## config.mk

```make
export PLATFORM = sky130hd
export DESIGN_NAME = tiled_view_addr
export DESIGN_NICKNAME = d
export VERILOG_FILES = /design/src/rtl/tva_pkg.sv /design/src/rtl/tva_ctrl.sv /design/src/rtl/tva_datapath.sv /design/src/rtl/tiled_view_addr.sv
export SDC_FILE = /design/constraint.sdc
export NUM_CORES = 1
export LEC_CHECK = 0
export BUFFER_PORTS_ARGS = -buffer_cell sky130_fd_sc_hd__buf_2
export CELL_PAD_IN_SITES_DETAIL_PLACEMENT = 0
export CELL_PAD_IN_SITES_GLOBAL_PLACEMENT = 1
export CORE_UTILIZATION = 44
export DETAILED_ROUTE_END_ITERATION = 7
export HOLD_SLACK_MARGIN = 0.05
export PLACE_DENSITY_LB_ADDON = 0.1
export SLEW_MARGIN = 20
export SYNTH_ARGS = -nofsm -noshare
export SYNTH_HDL_FRONTEND = slang
export SYNTH_SLANG_ARGS = --single-unit
```

## constraint.sdc

```tcl
create_clock -name clk -period 8.9 [get_ports clk]
set_input_delay 2.67 -clock clk [delete_from_list [all_inputs] [get_ports clk]]
set_output_delay 2.67 -clock clk [all_outputs]
set_load 0.01 [all_outputs]
```

## src/rtl/tva_pkg.sv

```systemverilog
package tva_pkg;
  typedef enum logic [1:0] {
    FMT_8  = 2'd0,
    FMT_16 = 2'd1,
    FMT_32 = 2'd2,
    FMT_PG = 2'd3
  } fmtT;

  typedef struct packed {
    logic capture;
  } ctrlT;

  localparam int ADDR_W   = 32;
  localparam int FIELD_LSB = 27;
endpackage

```

## src/rtl/tva_ctrl.sv

```systemverilog
module tva_ctrl
  import tva_pkg::*;
(
  input  logic clk,
  input  logic rstN,
  input  logic reqIn,
  output ctrlT ctrl,
  output logic validOut
);
  logic validQ;

  always_comb ctrl.capture = reqIn;

  always_ff @(posedge clk) begin
    if (!rstN) validQ <= 1'b0;
    else       validQ <= reqIn;
  end

  assign validOut = validQ;
endmodule

```

## src/rtl/tva_datapath.sv

```systemverilog
module tva_datapath
  import tva_pkg::*;
#(
  parameter int CW_BITS = 14,
  parameter int CH_BITS = 13,
  parameter int SW_BITS = 6,
  parameter int SH_BITS = 6,
  parameter int COORD_W = 16
) (
  input  logic                 clk,
  input  logic                 rstN,
  input  ctrlT                 ctrl,
  input  logic [1:0]           fmtIn,
  input  logic [2:0]           orientIn,
  input  logic [COORD_W-1:0]   xIn,
  input  logic [COORD_W-1:0]   yIn,
  output logic [ADDR_W-1:0]    addrOut,
  output logic [ADDR_W-1:0]    strideOut
);
  localparam int IDX_W = FIELD_LSB;
  localparam logic [5:0] CW6 = 6'(CW_BITS);
  localparam logic [5:0] CH6 = 6'(CH_BITS);

  logic [5:0]        shX, shY, xBits, yBits;
  logic [31:0]       xMask, yMask, xExt, yExt, xMir, yMir, lin;
  logic [IDX_W-1:0]  idxShift;
  logic              inRange;
  logic [ADDR_W-1:0] addrNext, strideNext;

  always_comb begin
    unique case (fmtT'(fmtIn))
      FMT_8:   begin shX = 6'd0;        shY = 6'd0;        end
      FMT_16:  begin shX = 6'd0;        shY = 6'd1;        end
      FMT_32:  begin shX = 6'd1;        shY = 6'd1;        end
      default: begin shX = 6'(SW_BITS); shY = 6'(SH_BITS); end
    endcase
    xBits = CW6 - shX;
    yBits = CH6 - shY;
    xMask = (32'd1 << xBits) - 32'd1;
    yMask = (32'd1 << yBits) - 32'd1;
    xExt  = 32'(xIn);
    yExt  = 32'(yIn);
    inRange = (xExt <= xMask) && (yExt <= yMask);
    xMir = orientIn[0] ? (xExt ^ xMask) : xExt;
    yMir = orientIn[1] ? (yExt ^ yMask) : yExt;
    lin  = orientIn[2] ? ((xMir << yBits) + yMir) : ((yMir << xBits) + xMir);
    idxShift = IDX_W'(lin << (shX + shY));
    addrNext = inRange ? {orientIn, fmtIn, idxShift} : '0;
    strideNext = orientIn[2] ? (32'd1 << (CH6 + shX)) : (32'd1 << (CW6 + shY));
  end

  always_ff @(posedge clk) begin
    if (!rstN) begin
      addrOut   <= '0;
      strideOut <= '0;
    end else if (ctrl.capture) begin
      addrOut   <= addrNext;
      strideOut <= strideNext;
    end
  end
endmodule

```

## src/rtl/tiled_view_addr.sv

```systemverilog
module tiled_view_addr
  import tva_pkg::*;
#(
  parameter int CW_BITS = 14,
  parameter int CH_BITS = 13,
  parameter int SW_BITS = 6,
  parameter int SH_BITS = 6,
  parameter int COORD_W = 16
) (
  input  logic               clk,
  input  logic               rstN,
  input  logic               reqIn,
  input  logic [1:0]         fmtIn,
  input  logic [2:0]         orientIn,
  input  logic [COORD_W-1:0] xIn,
  input  logic [COORD_W-1:0] yIn,
  output logic               validOut,
  output logic [31:0]        addrOut,
  output logic [31:0]        strideOut
);
  ctrlT ctrl;

  tva_ctrl uCtrl (
    .clk(clk), .rstN(rstN), .reqIn(reqIn), .ctrl(ctrl), .validOut(validOut)
  );

  tva_datapath #(
    .CW_BITS(CW_BITS), .CH_BITS(CH_BITS), .SW_BITS(SW_BITS),
    .SH_BITS(SH_BITS), .COORD_W(COORD_W)
  ) uDp (
    .clk(clk), .rstN(rstN), .ctrl(ctrl), .fmtIn(fmtIn), .orientIn(orientIn),
    .xIn(xIn), .yIn(yIn), .addrOut(addrOut), .strideOut(strideOut)
  );
endmodule

```

==> metrics.cfg <==
[sta]
fin_setup_tns_ps = 0
maxSlewHeadroom_pct = 41.57
fmaxAchievable_mhz = 121.7
final-max-slew-violation-count = 0
setup_ws_ps = 686.0
worst_pin_slew_ps = 871.3
period_share_pct = 92.29
setup_viol = 0
rsz0062_at_grt = false
period_needed_ps = 8214
fin_worst_skew_ps = 0
timing.final.hold_violations = 0

[flow_run]
maxCapViolations = 0

[route]
ant_nets = 0
viasPerCell = 6.192
wl_um = 31810
wl_per_cell_um = 21.11
drtPass1Iterations = 7
vias = 9332
drt_iter0_markers = 1021
drc_errors = 0

[synth]
async_reset_ff_share_pct = 0
synthAdderAreaFrac_pct = 10.04
yosys_warnings = 0
ys_seq_area_share_pct = 15.14
synth_area_um2 = 8597
synth_enable_flop_cells = 0
yosys.area_share.simple_pct = 23.88
ys.flop_type = dfxtp_1
synth_top_area_share_pct = 15.14
synth_compound_area_share_pct = 29.52
synth_xor_area_share_pct = 5.705
synth_commonest_cells = nand2_1, nor2_1, a21oi_1
yosys-top-cells-area = dfxtp_1, ha_1, mux2i_1
yosysMostFrequentCell = nand2_1
synth_cell_type_count = 81
synthCells = 1180
synth_top_family_by_area = compound AO/OA/AOI/OAI gates
synth_seq_cells = 65
synth_area_per_cell_um2 = 7.286
yosysTopAreaCell = dfxtp_1
synth_mux_area_share_pct = 9.838

[setup_path]
slowest_delay_ps = 750
worstSetupPathType = in -> reg
r2r_cells = 4
cp_max_fo = 17
r2r_end = uDp.addrOut[21]
crit_required_ps = 9140
crit_path_start_kind = input port
r2r_start = uDp.addrOut[21]
crit_path_top_delay_cell = a211oi_1
reg2reg_setup_slack_ps = 7930
cp.arrival_ps = 8460
worstPathCellList = buf_2 > ha_2 > clkinv_1 > ha_1 > clkinv_1 > nor2_1 > nor2_1 > mux2_2 > nand2_1 > o41a_1 > o21ai_0 > ha_1 > a21o_1 > a211oi_1 > o41a_1 > and3_1 > a211oi_1 > nor3_1 > o31ai_1 > mux2i_1 > o21a_1 > o221ai_1
end_kind = register

[pwr]
p_clk_share_pct = 27.1
combPwrFrac_pct = 51.6
p_sw_w = 0.0005965
p_sw_share_pct = 42.60
p_int_w = 0.0008038
total_power_w = 0.001400
power_frac_seq_pct = 21.3
power.density_nw_per_um2 = 145.2
vdd_ir_drop_max_mv = 0.08014
p_leak_nw = 4.328

[clock_tree]
clk_latency_ps = 330
cts_max_path_buffers = 2
htree_levels = 3
path_clk_slew_ps = 50
cts_resized = 0
post_cts_buffers = 0
cts_tree = done
clkSinkCount = 65
ctsHoldBuffers = 0
cts_made_buffers = 9
root_buffer = clkbuf_16

[outcome]
status = completed

[worst_hold_path]
min_to = uDp.strideOut[4]
hold_path.class = reg -> reg
min_from = uDp.strideOut[4]
hold_depth = 2

[cells_and_area]
fin_area_um2 = 9646
multi_input_area_um2 = 6844
fillers = 1954
register_area_um2 = 1301
nNetsFinal = 1351
drive_above_1_share_pct = 14.76
n_antenna_cell = 0
areaGrowthSynthToFinish_pct = 12.20

[floorplan]
rows = 50
initial_core_util_pct = 45.35
die_h_um = 141.8
dieWidth_um = 141.8
pin_count = 105
core_area_um2 = 18960
fp.dieArea_um2 = 20100

[global_route]
first_global_vias = 8387
antenna_found_initial = 0
grt_pass1_wl_um = 48590
grt_usage_pct = 31.59
grt_overflow = 0
grt_max_degree = 67

[placed_design]
placed_cell_area_um2 = 9319
dpl.hpwl_um = 25410
place_congestion = 0.9702
preCtsSetupSlack_ps = 544.1
port-buffer-count = 104

[cells by family (layout without fill, tap and decap cells)]
family | after synthesis | after routing
muxes | 78 | 78
AOI/OAI and AO/OA | 367 | 367
xor gates and xnor gates | 56 | 56
adders and majority gates | 69 | 69
buffers and inverters | 126 | 183
other | 1 | 11
DFF | 65 | 65
and+or+nand+nor | 418 | 418
[cells in the final DEF, fill, tap and decap left out, drive strengths merged, types with 20 or more instances in the layout]
| master | instances |
|---|---|
| ha | 69 |
| inv | 41 |
| nand3 | 32 |
| nor2 | 97 |
| a21oi | 78 |
| a21o | 32 |
| xnor2 | 26 |
| mux2i | 56 |
| xor2 | 30 |
| nand4 | 23 |
| and2 | 32 |
| o21ai | 71 |
| buf | 125 |
| dfxtp | 65 |
| nand2 | 126 |
| nor3 | 20 |
[per-layer routing]
layer | global-route usage [%] | routed length (um) | vias to the layer above
met2 | 49.52 | 13590 | 447
met4 | 12.79 | 1215 | 0
met3 | 4.725 | 2779 | 75
li1 | - | - | 4490
met1 | 43.20 | 14230 | 4320
met5 | 0 | 0 | -
[worst max path at each step]
stage,from,end,slack (ps),cells after the start
after global routing,fmtIn[1],uDp.addrOut[22],360,22
after CTS,fmtIn[1],uDp.addrOut[22],860,22
after floorplan,fmtIn[0],uDp.addrOut[22],690,27
after detailed placement,fmtIn[1],uDp.addrOut[22],540,22
after global placement,fmtIn[1],uDp.addrOut[22],550,22
final,fmtIn[1],uDp.addrOut[17],690,22
[registers in the layout, summed over array words and instances, names as in the netlist]
name,count
uDp.strideOut,32
uDp.addrOut,32
uCtrl.validOut,1
[cell type report]
type,instances,share of cell area (%)
multi-input combinational,999,70.96
inverter,42,1.634
tap,260,3.373
sequential,65,13.49
clock buffer,9,2.335
clock inverter,7,1.051
timing repair buffer,125,7.160
[worst max-delay path, delay by kind of cell]
kind / cells / cell delay [ps]
buf+inv: 3 / 790
mux: 2 / 450
simple gates: 5 / 680
compound gates: 9 / 2330
fa+ha+maj: 3 / 1530
[metrics by stage]
step	util [%]	hold slack, ps	std cells
after floorplan	-	476.1	1190
after global placement	49.16	434.4	1491
after detailed placement	49.16	431.7	1491
after CTS	50.88	446.2	1507
after global routing	50.88	465.1	1507
final	50.88	445.7	1507
[power groups by stage]
stage               sequential, W  clock (W)  combinational [W]
global route             0.000299   0.000395           0.000785
global placement         0.000305          0           0.000704
CTS                      0.000299   0.000384           0.000706
finish                   0.000299   0.000380           0.000722
detailed placement       0.000305          0           0.000703
floorplan                0.000307          0           0.000499
Power figures use the tool's default switching activity.
